### src/rtl/idxdec_pkg.sv
package idxdec_pkg;
  localparam int BYTE_W = 8;
  localparam int SEL_W  = 4;
  localparam int FLD_W  = 3;

  typedef enum logic [1:0] {
    PFX_NONE = 2'd0,
    PFX_X    = 2'd1,
    PFX_Y    = 2'd2
  } pfx_e;

  typedef logic [2:0] kind_t;
  localparam kind_t KIND_OTHER = 3'd0;
  localparam kind_t KIND_MOVE  = 3'd1;
  localparam kind_t KIND_INC   = 3'd2;
  localparam kind_t KIND_DEC   = 3'd3;
  localparam kind_t KIND_LDI   = 3'd4;
  localparam kind_t KIND_ALU   = 3'd5;

  localparam logic [FLD_W-1:0] FLD_H   = 3'd4;
  localparam logic [FLD_W-1:0] FLD_L   = 3'd5;
  localparam logic [FLD_W-1:0] FLD_MEM = 3'd6;
  localparam logic [FLD_W-1:0] FLD_A   = 3'd7;

  localparam logic [SEL_W-1:0] SEL_XH   = 4'd8;
  localparam logic [SEL_W-1:0] SEL_XL   = 4'd9;
  localparam logic [SEL_W-1:0] SEL_YH   = 4'd10;
  localparam logic [SEL_W-1:0] SEL_YL   = 4'd11;
  localparam logic [SEL_W-1:0] SEL_NONE = 4'd15;
endpackage

### src/rtl/idxdec_classify.sv
module idxdec_classify
  import idxdec_pkg::*;
(
  input  logic [BYTE_W-1:0] op,
  output kind_t             kind,
  output logic [FLD_W-1:0]  fld_src,
  output logic [FLD_W-1:0]  fld_dst,
  output logic              use_src,
  output logic              use_dst,
  output logic              has_mem,
  output logic              imm_byte
);
  localparam logic [BYTE_W-1:0] OP_HALT = 8'h76;

  always_comb begin
    kind     = KIND_OTHER;
    fld_src  = '0;
    fld_dst  = '0;
    use_src  = 1'b0;
    use_dst  = 1'b0;
    imm_byte = 1'b0;
    case (op[7:6])
      2'b00: begin
        case (op[2:0])
          3'b100: begin
            kind    = KIND_INC;
            fld_src = op[5:3];
            fld_dst = op[5:3];
            use_src = 1'b1;
            use_dst = 1'b1;
          end
          3'b101: begin
            kind    = KIND_DEC;
            fld_src = op[5:3];
            fld_dst = op[5:3];
            use_src = 1'b1;
            use_dst = 1'b1;
          end
          3'b110: begin
            kind     = KIND_LDI;
            fld_dst  = op[5:3];
            use_dst  = 1'b1;
            imm_byte = 1'b1;
          end
          default: ;
        endcase
      end
      2'b01: begin
        if (op != OP_HALT) begin
          kind    = KIND_MOVE;
          fld_src = op[2:0];
          fld_dst = op[5:3];
          use_src = 1'b1;
          use_dst = 1'b1;
        end
      end
      2'b10: begin
        kind    = KIND_ALU;
        fld_src = op[2:0];
        fld_dst = FLD_A;
        use_src = 1'b1;
        use_dst = 1'b1;
      end
      default: ;
    endcase
  end

  assign has_mem = (use_src && (fld_src == FLD_MEM)) ||
                   (use_dst && (fld_dst == FLD_MEM));
endmodule

### src/rtl/idxdec_remap.sv
module idxdec_remap
  import idxdec_pkg::*;
(
  input  logic [FLD_W-1:0] code,
  input  logic             use_fld,
  input  logic             idx_on,
  input  pfx_e             pfx,
  output logic [SEL_W-1:0] sel
);
  always_comb begin
    if (!use_fld) begin
      sel = SEL_NONE;
    end else if (idx_on && (code == FLD_H)) begin
      sel = (pfx == PFX_Y) ? SEL_YH : SEL_XH;
    end else if (idx_on && (code == FLD_L)) begin
      sel = (pfx == PFX_Y) ? SEL_YL : SEL_XL;
    end else begin
      sel = SEL_W'(code);
    end
  end
endmodule

### src/rtl/idxdec_track.sv
module idxdec_track
  import idxdec_pkg::*;
#(
  parameter logic [BYTE_W-1:0] PFX_X_BYTE = 8'hDD,
  parameter logic [BYTE_W-1:0] PFX_Y_BYTE = 8'hFD,
  parameter logic [BYTE_W-1:0] EXT_BYTE   = 8'hED,
  parameter int                SKIP_MAX   = 2
) (
  input  logic              clk,
  input  logic              rst_n,
  input  logic              in_valid,
  input  logic [BYTE_W-1:0] in_byte,
  input  logic              imm_byte,
  input  logic              has_mem,
  output pfx_e              pfx,
  output logic              take_op,
  output logic              illegal_hit
);
  localparam int SKIP_W = $clog2(SKIP_MAX + 1);

  pfx_e              pfx_q, pfx_d;
  logic [SKIP_W-1:0] skip_q, skip_d;
  logic              pfx_on;

  assign pfx_on = (pfx_q != PFX_NONE);

  always_comb begin
    pfx_d       = pfx_q;
    skip_d      = skip_q;
    take_op     = 1'b0;
    illegal_hit = 1'b0;
    if (in_valid) begin
      if (skip_q != '0) begin
        skip_d = skip_q - 1'b1;
      end else if (in_byte == PFX_X_BYTE) begin
        pfx_d = PFX_X;
      end else if (in_byte == PFX_Y_BYTE) begin
        pfx_d = PFX_Y;
      end else if ((in_byte == EXT_BYTE) && pfx_on) begin
        illegal_hit = 1'b1;
        pfx_d       = PFX_NONE;
      end else begin
        take_op = 1'b1;
        pfx_d   = PFX_NONE;
        skip_d  = SKIP_W'(imm_byte) + SKIP_W'(has_mem && pfx_on);
      end
    end
  end

  always_ff @(posedge clk or negedge rst_n) begin
    if (!rst_n) begin
      pfx_q  <= PFX_NONE;
      skip_q <= '0;
    end else begin
      pfx_q  <= pfx_d;
      skip_q <= skip_d;
    end
  end

  assign pfx = pfx_q;

  p_skip_bound_r7: assert property (@(posedge clk) disable iff (!rst_n)
    skip_q <= SKIP_W'(SKIP_MAX));

  p_prefix_dropped_r8: assert property (@(posedge clk) disable iff (!rst_n)
    take_op |=> (pfx_q == PFX_NONE));

  p_illegal_clears_r10: assert property (@(posedge clk) disable iff (!rst_n)
    illegal_hit |=> (pfx_q == PFX_NONE) && (skip_q == '0));
endmodule

### src/rtl/idxpfx_decoder.sv
module idxpfx_decoder
  import idxdec_pkg::*;
#(
  parameter logic [BYTE_W-1:0] PFX_X_BYTE = 8'hDD,
  parameter logic [BYTE_W-1:0] PFX_Y_BYTE = 8'hFD,
  parameter logic [BYTE_W-1:0] EXT_BYTE   = 8'hED,
  parameter int                RST_STAGES = 2
) (
  input  logic              clk,
  input  logic              rst_n,
  input  logic              in_valid,
  input  logic [BYTE_W-1:0] in_byte,
  output logic              dec_valid,
  output logic [2:0]        dec_kind,
  output logic [SEL_W-1:0]  dec_src,
  output logic [SEL_W-1:0]  dec_dst,
  output logic              dec_mem,
  output logic              dec_pfx_used,
  output logic              seq_illegal
);
  localparam int N_FLD = 2;

  logic [RST_STAGES-1:0] rst_pipe_q;
  logic                  rst_n_int;

  always_ff @(posedge clk or negedge rst_n) begin
    if (!rst_n) rst_pipe_q <= '0;
    else        rst_pipe_q <= {rst_pipe_q[RST_STAGES-2:0], 1'b1};
  end
  assign rst_n_int = rst_pipe_q[RST_STAGES-1];

  kind_t            kind;
  logic [FLD_W-1:0] fld_src, fld_dst;
  logic             use_src, use_dst, has_mem, imm_byte;

  idxdec_classify u_class (
    .op       (in_byte),
    .kind     (kind),
    .fld_src  (fld_src),
    .fld_dst  (fld_dst),
    .use_src  (use_src),
    .use_dst  (use_dst),
    .has_mem  (has_mem),
    .imm_byte (imm_byte)
  );

  pfx_e pfx;
  logic take_op, illegal_hit;

  idxdec_track #(
    .PFX_X_BYTE (PFX_X_BYTE),
    .PFX_Y_BYTE (PFX_Y_BYTE),
    .EXT_BYTE   (EXT_BYTE),
    .SKIP_MAX   (2)
  ) u_track (
    .clk         (clk),
    .rst_n       (rst_n_int),
    .in_valid    (in_valid),
    .in_byte     (in_byte),
    .imm_byte    (imm_byte),
    .has_mem     (has_mem),
    .pfx         (pfx),
    .take_op     (take_op),
    .illegal_hit (illegal_hit)
  );

  logic             pfx_on, idx_on;
  logic [FLD_W-1:0] fld_a [N_FLD];
  logic             use_a [N_FLD];
  logic [SEL_W-1:0] sel_a [N_FLD];

  assign pfx_on   = (pfx != PFX_NONE);
  assign idx_on   = pfx_on && !has_mem;
  assign fld_a[0] = fld_src;
  assign fld_a[1] = fld_dst;
  assign use_a[0] = use_src;
  assign use_a[1] = use_dst;

  for (genvar g = 0; g < N_FLD; g++) begin : g_remap
    idxdec_remap u_remap (
      .code    (fld_a[g]),
      .use_fld (use_a[g]),
      .idx_on  (idx_on),
      .pfx     (pfx),
      .sel     (sel_a[g])
    );
  end

  logic             valid_q, illegal_q, mem_q, used_q;
  logic             valid_d, illegal_d, mem_d, used_d;
  kind_t            kind_q;
  logic [SEL_W-1:0] src_q, dst_q;

  always_comb begin
    valid_d   = take_op;
    illegal_d = illegal_hit;
    used_d    = take_op && pfx_on;
    mem_d     = take_op && pfx_on && has_mem;
  end

  always_ff @(posedge clk or negedge rst_n_int) begin
    if (!rst_n_int) begin
      valid_q   <= 1'b0;
      illegal_q <= 1'b0;
      used_q    <= 1'b0;
      mem_q     <= 1'b0;
      kind_q    <= KIND_OTHER;
      src_q     <= SEL_NONE;
      dst_q     <= SEL_NONE;
    end else begin
      valid_q   <= valid_d;
      illegal_q <= illegal_d;
      used_q    <= used_d;
      mem_q     <= mem_d;
      if (take_op) begin
        kind_q <= kind;
        src_q  <= sel_a[0];
        dst_q  <= sel_a[1];
      end
    end
  end

  assign dec_valid    = valid_q;
  assign seq_illegal  = illegal_q;
  assign dec_pfx_used = used_q;
  assign dec_mem      = mem_q;
  assign dec_kind     = kind_q;
  assign dec_src      = src_q;
  assign dec_dst      = dst_q;

  p_quiet_without_byte_r1: assert property (@(posedge clk) disable iff (!rst_n_int)
    !in_valid |=> !dec_valid && !seq_illegal);

  p_illegal_alone_r10: assert property (@(posedge clk) disable iff (!rst_n_int)
    seq_illegal |-> !dec_valid && !dec_pfx_used);

  p_used_with_result_r8: assert property (@(posedge clk) disable iff (!rst_n_int)
    dec_pfx_used |-> dec_valid);

  p_mem_needs_prefix_r6: assert property (@(posedge clk) disable iff (!rst_n_int)
    dec_mem |-> dec_valid && dec_pfx_used);

  p_index_needs_prefix_r3: assert property (@(posedge clk) disable iff (!rst_n_int)
    (dec_valid && ((dec_src[3:2] == 2'b10) || (dec_dst[3:2] == 2'b10)))
      |-> dec_pfx_used && !dec_mem);

  p_one_index_reg_r9: assert property (@(posedge clk) disable iff (!rst_n_int)
    (dec_valid && (dec_src[3:2] == 2'b10) && (dec_dst[3:2] == 2'b10))
      |-> (dec_src[1] == dec_dst[1]));

  p_alu_dest_a_r5: assert property (@(posedge clk) disable iff (!rst_n_int)
    (dec_valid && (dec_kind == KIND_ALU)) |-> (dec_dst == 4'd7));
endmodule

### config.mk
export PLATFORM = sky130hd
export DESIGN_NAME = idxpfx_decoder
export DESIGN_NICKNAME = d
export VERILOG_FILES = /design/src/rtl/idxdec_pkg.sv /design/src/rtl/idxdec_classify.sv /design/src/rtl/idxdec_remap.sv /design/src/rtl/idxdec_track.sv /design/src/rtl/idxpfx_decoder.sv
export SDC_FILE = /design/constraint.sdc
export NUM_CORES = 1
export LEC_CHECK = 0
export ABC_CLOCK_PERIOD_IN_PS = 800
export BUFFER_PORTS_ARGS = -buffer_cell sky130_fd_sc_hd__buf_2
export CAP_MARGIN = 30
export CORE_ASPECT_RATIO = 1.5
export CORE_MARGIN = 2
export CORE_UTILIZATION = 40
export CTS_CLUSTER_SIZE = 16
export DETAILED_ROUTE_END_ITERATION = 8
export SLEW_MARGIN = 20
export SYNTH_ARGS = -nofsm -noshare
export SYNTH_HDL_FRONTEND = slang
export SYNTH_HIERARCHICAL = 1
export SYNTH_SLANG_ARGS = --single-unit
### constraint.sdc
create_clock -name clk -period 0.8 [get_ports clk]
set_input_delay 0 -clock clk [delete_from_list [all_inputs] [get_ports clk]]
set_output_delay 0 -clock clk [all_outputs]
set_load 0.005 [all_outputs]
==> impl_metrics.env <==
export IMPL_initial_core_util=0.4209
export IMPL_synth_warnings=6
export IMPL_synth_top_family_by_area="compound AO/OA/AOI/OAI gates"
export IMPL_finish_utilization=0.6590
export IMPL_hp_class="in -> async"
export IMPL_drive_gt1_frac=0.6464
export IMPL_grt_use_total=0.1875
export IMPL_grt_pass1_wl_um=5099
export IMPL_critPathCaptureType="flip-flop"
export IMPL_setup_violations=27
export IMPL_synth_compound_area_frac=0.1939
export IMPL_synth_area_mm2=0.001239
export IMPL_drv_cap=0
export IMPL_routed_via_density=5.005
export IMPL_ir_worst_vdd_v=0.0008287
export IMPL_first_pass_iters=4
export IMPL_crit_fanout=4
export IMPL_p_seq_frac=0.445
export IMPL_std_cell_rows=24
export IMPL_cts_root_buf="clkbuf_8"
export IMPL_drc_errors=0
export IMPL_die_h_um=72.16
export IMPL_crit_type="in -> reg"
export IMPL_globalRouteOverflowTotal=0
export IMPL_dp_slack_ps=-1186
export IMPL_reg2reg_depth=4
export IMPL_cts_sinks=21
export IMPL_synthFlopType="dfrtp_1"
export IMPL_die_w_um=49.44
export IMPL_period_share=2.199
export IMPL_antennaDiodeCount=0
export IMPL_drv_slew=0
export IMPL_antenna_found_initial=0
export IMPL_p_comb_frac=0.295
export IMPL_wire_per_inst_um=14.00
export IMPL_startpoint_type="input port"
export IMPL_fp_dieArea_mm2=0.003567
export IMPL_clockBufferDepth=2
export IMPL_nets=194
export IMPL_ant_nets=0
export IMPL_r2r_setup_slack_ps=-760
export IMPL_synth_xor_area_share=0.007071
export IMPL_place_hpwl_um=2206
export IMPL_wirelength_um=3080
export IMPL_drt_iter0_drc=12
export IMPL_synth_edf_count=0
export IMPL_synth_yosys_seq_area_share=0.4323
export IMPL_core_area_mm2=0.002943
export IMPL_p_int_mw=2.078
export IMPL_synth_seq_cells=21
export IMPL_dp_cells=205
export IMPL_finalCriticalPeriod_ps=1759
export IMPL_required_ps=1020
export IMPL_failed_checks="setup timing"
export IMPL_whs_ps=39.02
export IMPL_setup_ws_ps=-958.9
export IMPL_h_tree_depth=1
export IMPL_synthTopCellsByArea="dfrtp_1, dfstp_2, mux2_4"
export IMPL_num_io_pins=26
export IMPL_arrival_ps=1980
export IMPL_via_count=1101
export IMPL_synth_largest_area_cell="dfrtp_1"
export IMPL_p_total_mw=2.831
export IMPL_area_growth_pct=56.57
export IMPL_power_frac_clock=0.259
export IMPL_grt_pass1_vias=1131
export IMPL_syn_area_per_cell_um2=10.96
export IMPL_cts_clk_slew_worst_paths_ps=80
export IMPL_synth_top_area_share=0.2626
export IMPL_p_per_area_mw_per_mm2=1460
export IMPL_p_leak_nw=0.9425
export IMPL_skew_ps=1.908
export IMPL_netSwitchingFraction=0.2662
export IMPL_hold_viol_final=0
export IMPL_finalSetupTns_ps=-14970
export IMPL_synthSimpleGateAreaFrac=0.1646
export IMPL_final_cell_area_mm2=0.001939
export IMPL_status="complete, but fails checks"
export IMPL_muxShareOfSynthArea=0.1242
export IMPL_synthAdderAreaFrac=0.01010
export IMPL_dpl_instance_area_mm2=0.001669
export IMPL_syn_inst=113
export IMPL_synth_commonest_cells="dfrtp_1, inv_1, dfstp_2, mux2_4, nand2_1"
export IMPL_r2r_end="dec_kind[1]"
export IMPL_grt_setup_unrepaired="true"
export IMPL_insertion_delay_ps=270
export IMPL_cts_buffers=3
export IMPL_syn_num_nets=125
export IMPL_grt_max_degree=20
export IMPL_routabilityCongestion=0.7880
export IMPL_r2r_start="u_track/skip_q[1]"
export IMPL_cts_tree="done"
export IMPL_io_buffers=25
export IMPL_p_sw_mw=0.7537
export IMPL_synthArstFlopShare=1.000
export IMPL_synth_cell_types=46
export IMPL_instances_no_fill=220
export IMPL_fmax_mhz=568.5
export IMPL_synth_most_common_cell="dfrtp_1"
worst max-delay path, cell delays in order:
cell and delay, ps:
buf_6 90, nand3b_1 180, o41a_1 460, a22o_2 230
a32o_2 280, o21ba_4 240, nand2_1 80, o311ai_2 220
mux2_4 190
kinds of logic (layout without fill, tap and decap cells):
logic type / Yosys count / in the layout
flops: 21 / 21
buf+inv: 15 / 83
mux: 11 / 11
fa+ha+maj: 1 / 1
simple gates: 34 / 34
compound gates: 29 / 29
xor+xnor: 1 / 1
other cells: 1 / 1
sequential cells by signal, indices dropped and copies added, names as in the netlist, 2 cells and up:
name / cells
dec_dst: 4
dec_src: 4
dec_kind: 3
rst_pipe_q: 2
u_track/pfx: 2
u_track/skip_q: 2
final cells by class:
type                            count  area, um^2
Clock buffer                        3       41.29
Clock inverter                      1       7.507
Fill cell                         278        1003
Inverter                           11       41.29
Multi-Input combinational cell     77       733.2
Sequential cell                    21       536.8
Tap cell                           39       48.80
Timing Repair Buffer               68       530.5
routing by layer:
layer | wire [um] | global-route usage | share of wire | vias to the layer above
met4 | 66 | 0.09259 | 0.021 | 0
met2 | 1733 | 0.3649 | 0.56 | 17
met5 | 0 | 0 | 0 | -
met1 | 1221 | 0.2011 | 0.40 | 537
met3 | 58 | 0.01235 | 0.019 | 4
li1 | - | - | - | 543
power groups by stage:
stage | clock network (mW) | registers (mW) | logic [mW]
6_report | 0.734 | 1.26 | 0.836
5_1_grt | 0.796 | 1.28 | 0.908
3_3_place_gp | 0 | 1.28 | 0.686
2_1_floorplan | 0 | 1.30 | 0.356
4_1_cts | 0.755 | 1.26 | 0.806
3_5_place_dp | 0 | 1.28 | 0.699
timing repair:
| item | 4_1_cts | 5_1_grt |
|---|---|---|
| gates cloned | 1 | 0 |
| gates resized for setup | 15 | 16 |
| buffers inserted | 7 | 3 |
| pin swaps | 5 | 5 |
| hold buffers | 1 | 0 |
| hold endpoints to repair | 2 | 0 |
| endpoints found under the setup margin | 28 | 29 |
how the worst max path moves through the flow:
stage                       to  slack, ps  depth (start not counted)        from
CTS                 dec_src[1]       -910                          9  in_byte[0]
global route        dec_dst[1]       -990                          9  in_byte[0]
global placement    dec_src[2]      -1130                          9  in_byte[0]
finish              dec_dst[1]       -960                          9  in_byte[0]
floorplan           dec_dst[2]       -990                          8  in_byte[0]
detailed placement  dec_dst[1]      -1190                          9  in_byte[0]
layout by cell type (no fill, tap or decap), types with 3 or more instances in the layout:
cell,Yosys,final
buf_2,1,22
buf_4,0,35
buf_6,3,6
clkbuf_8,0,3
dfrtp_1,13,12
dfstp_2,8,8
inv_1,11,10
mux2_4,8,10
nand2_1,8,5
nand3b_1,4,4
nor2_1,6,5
o21a_1,3,3
No activity file was read; power rests on OpenSTA's default activity.
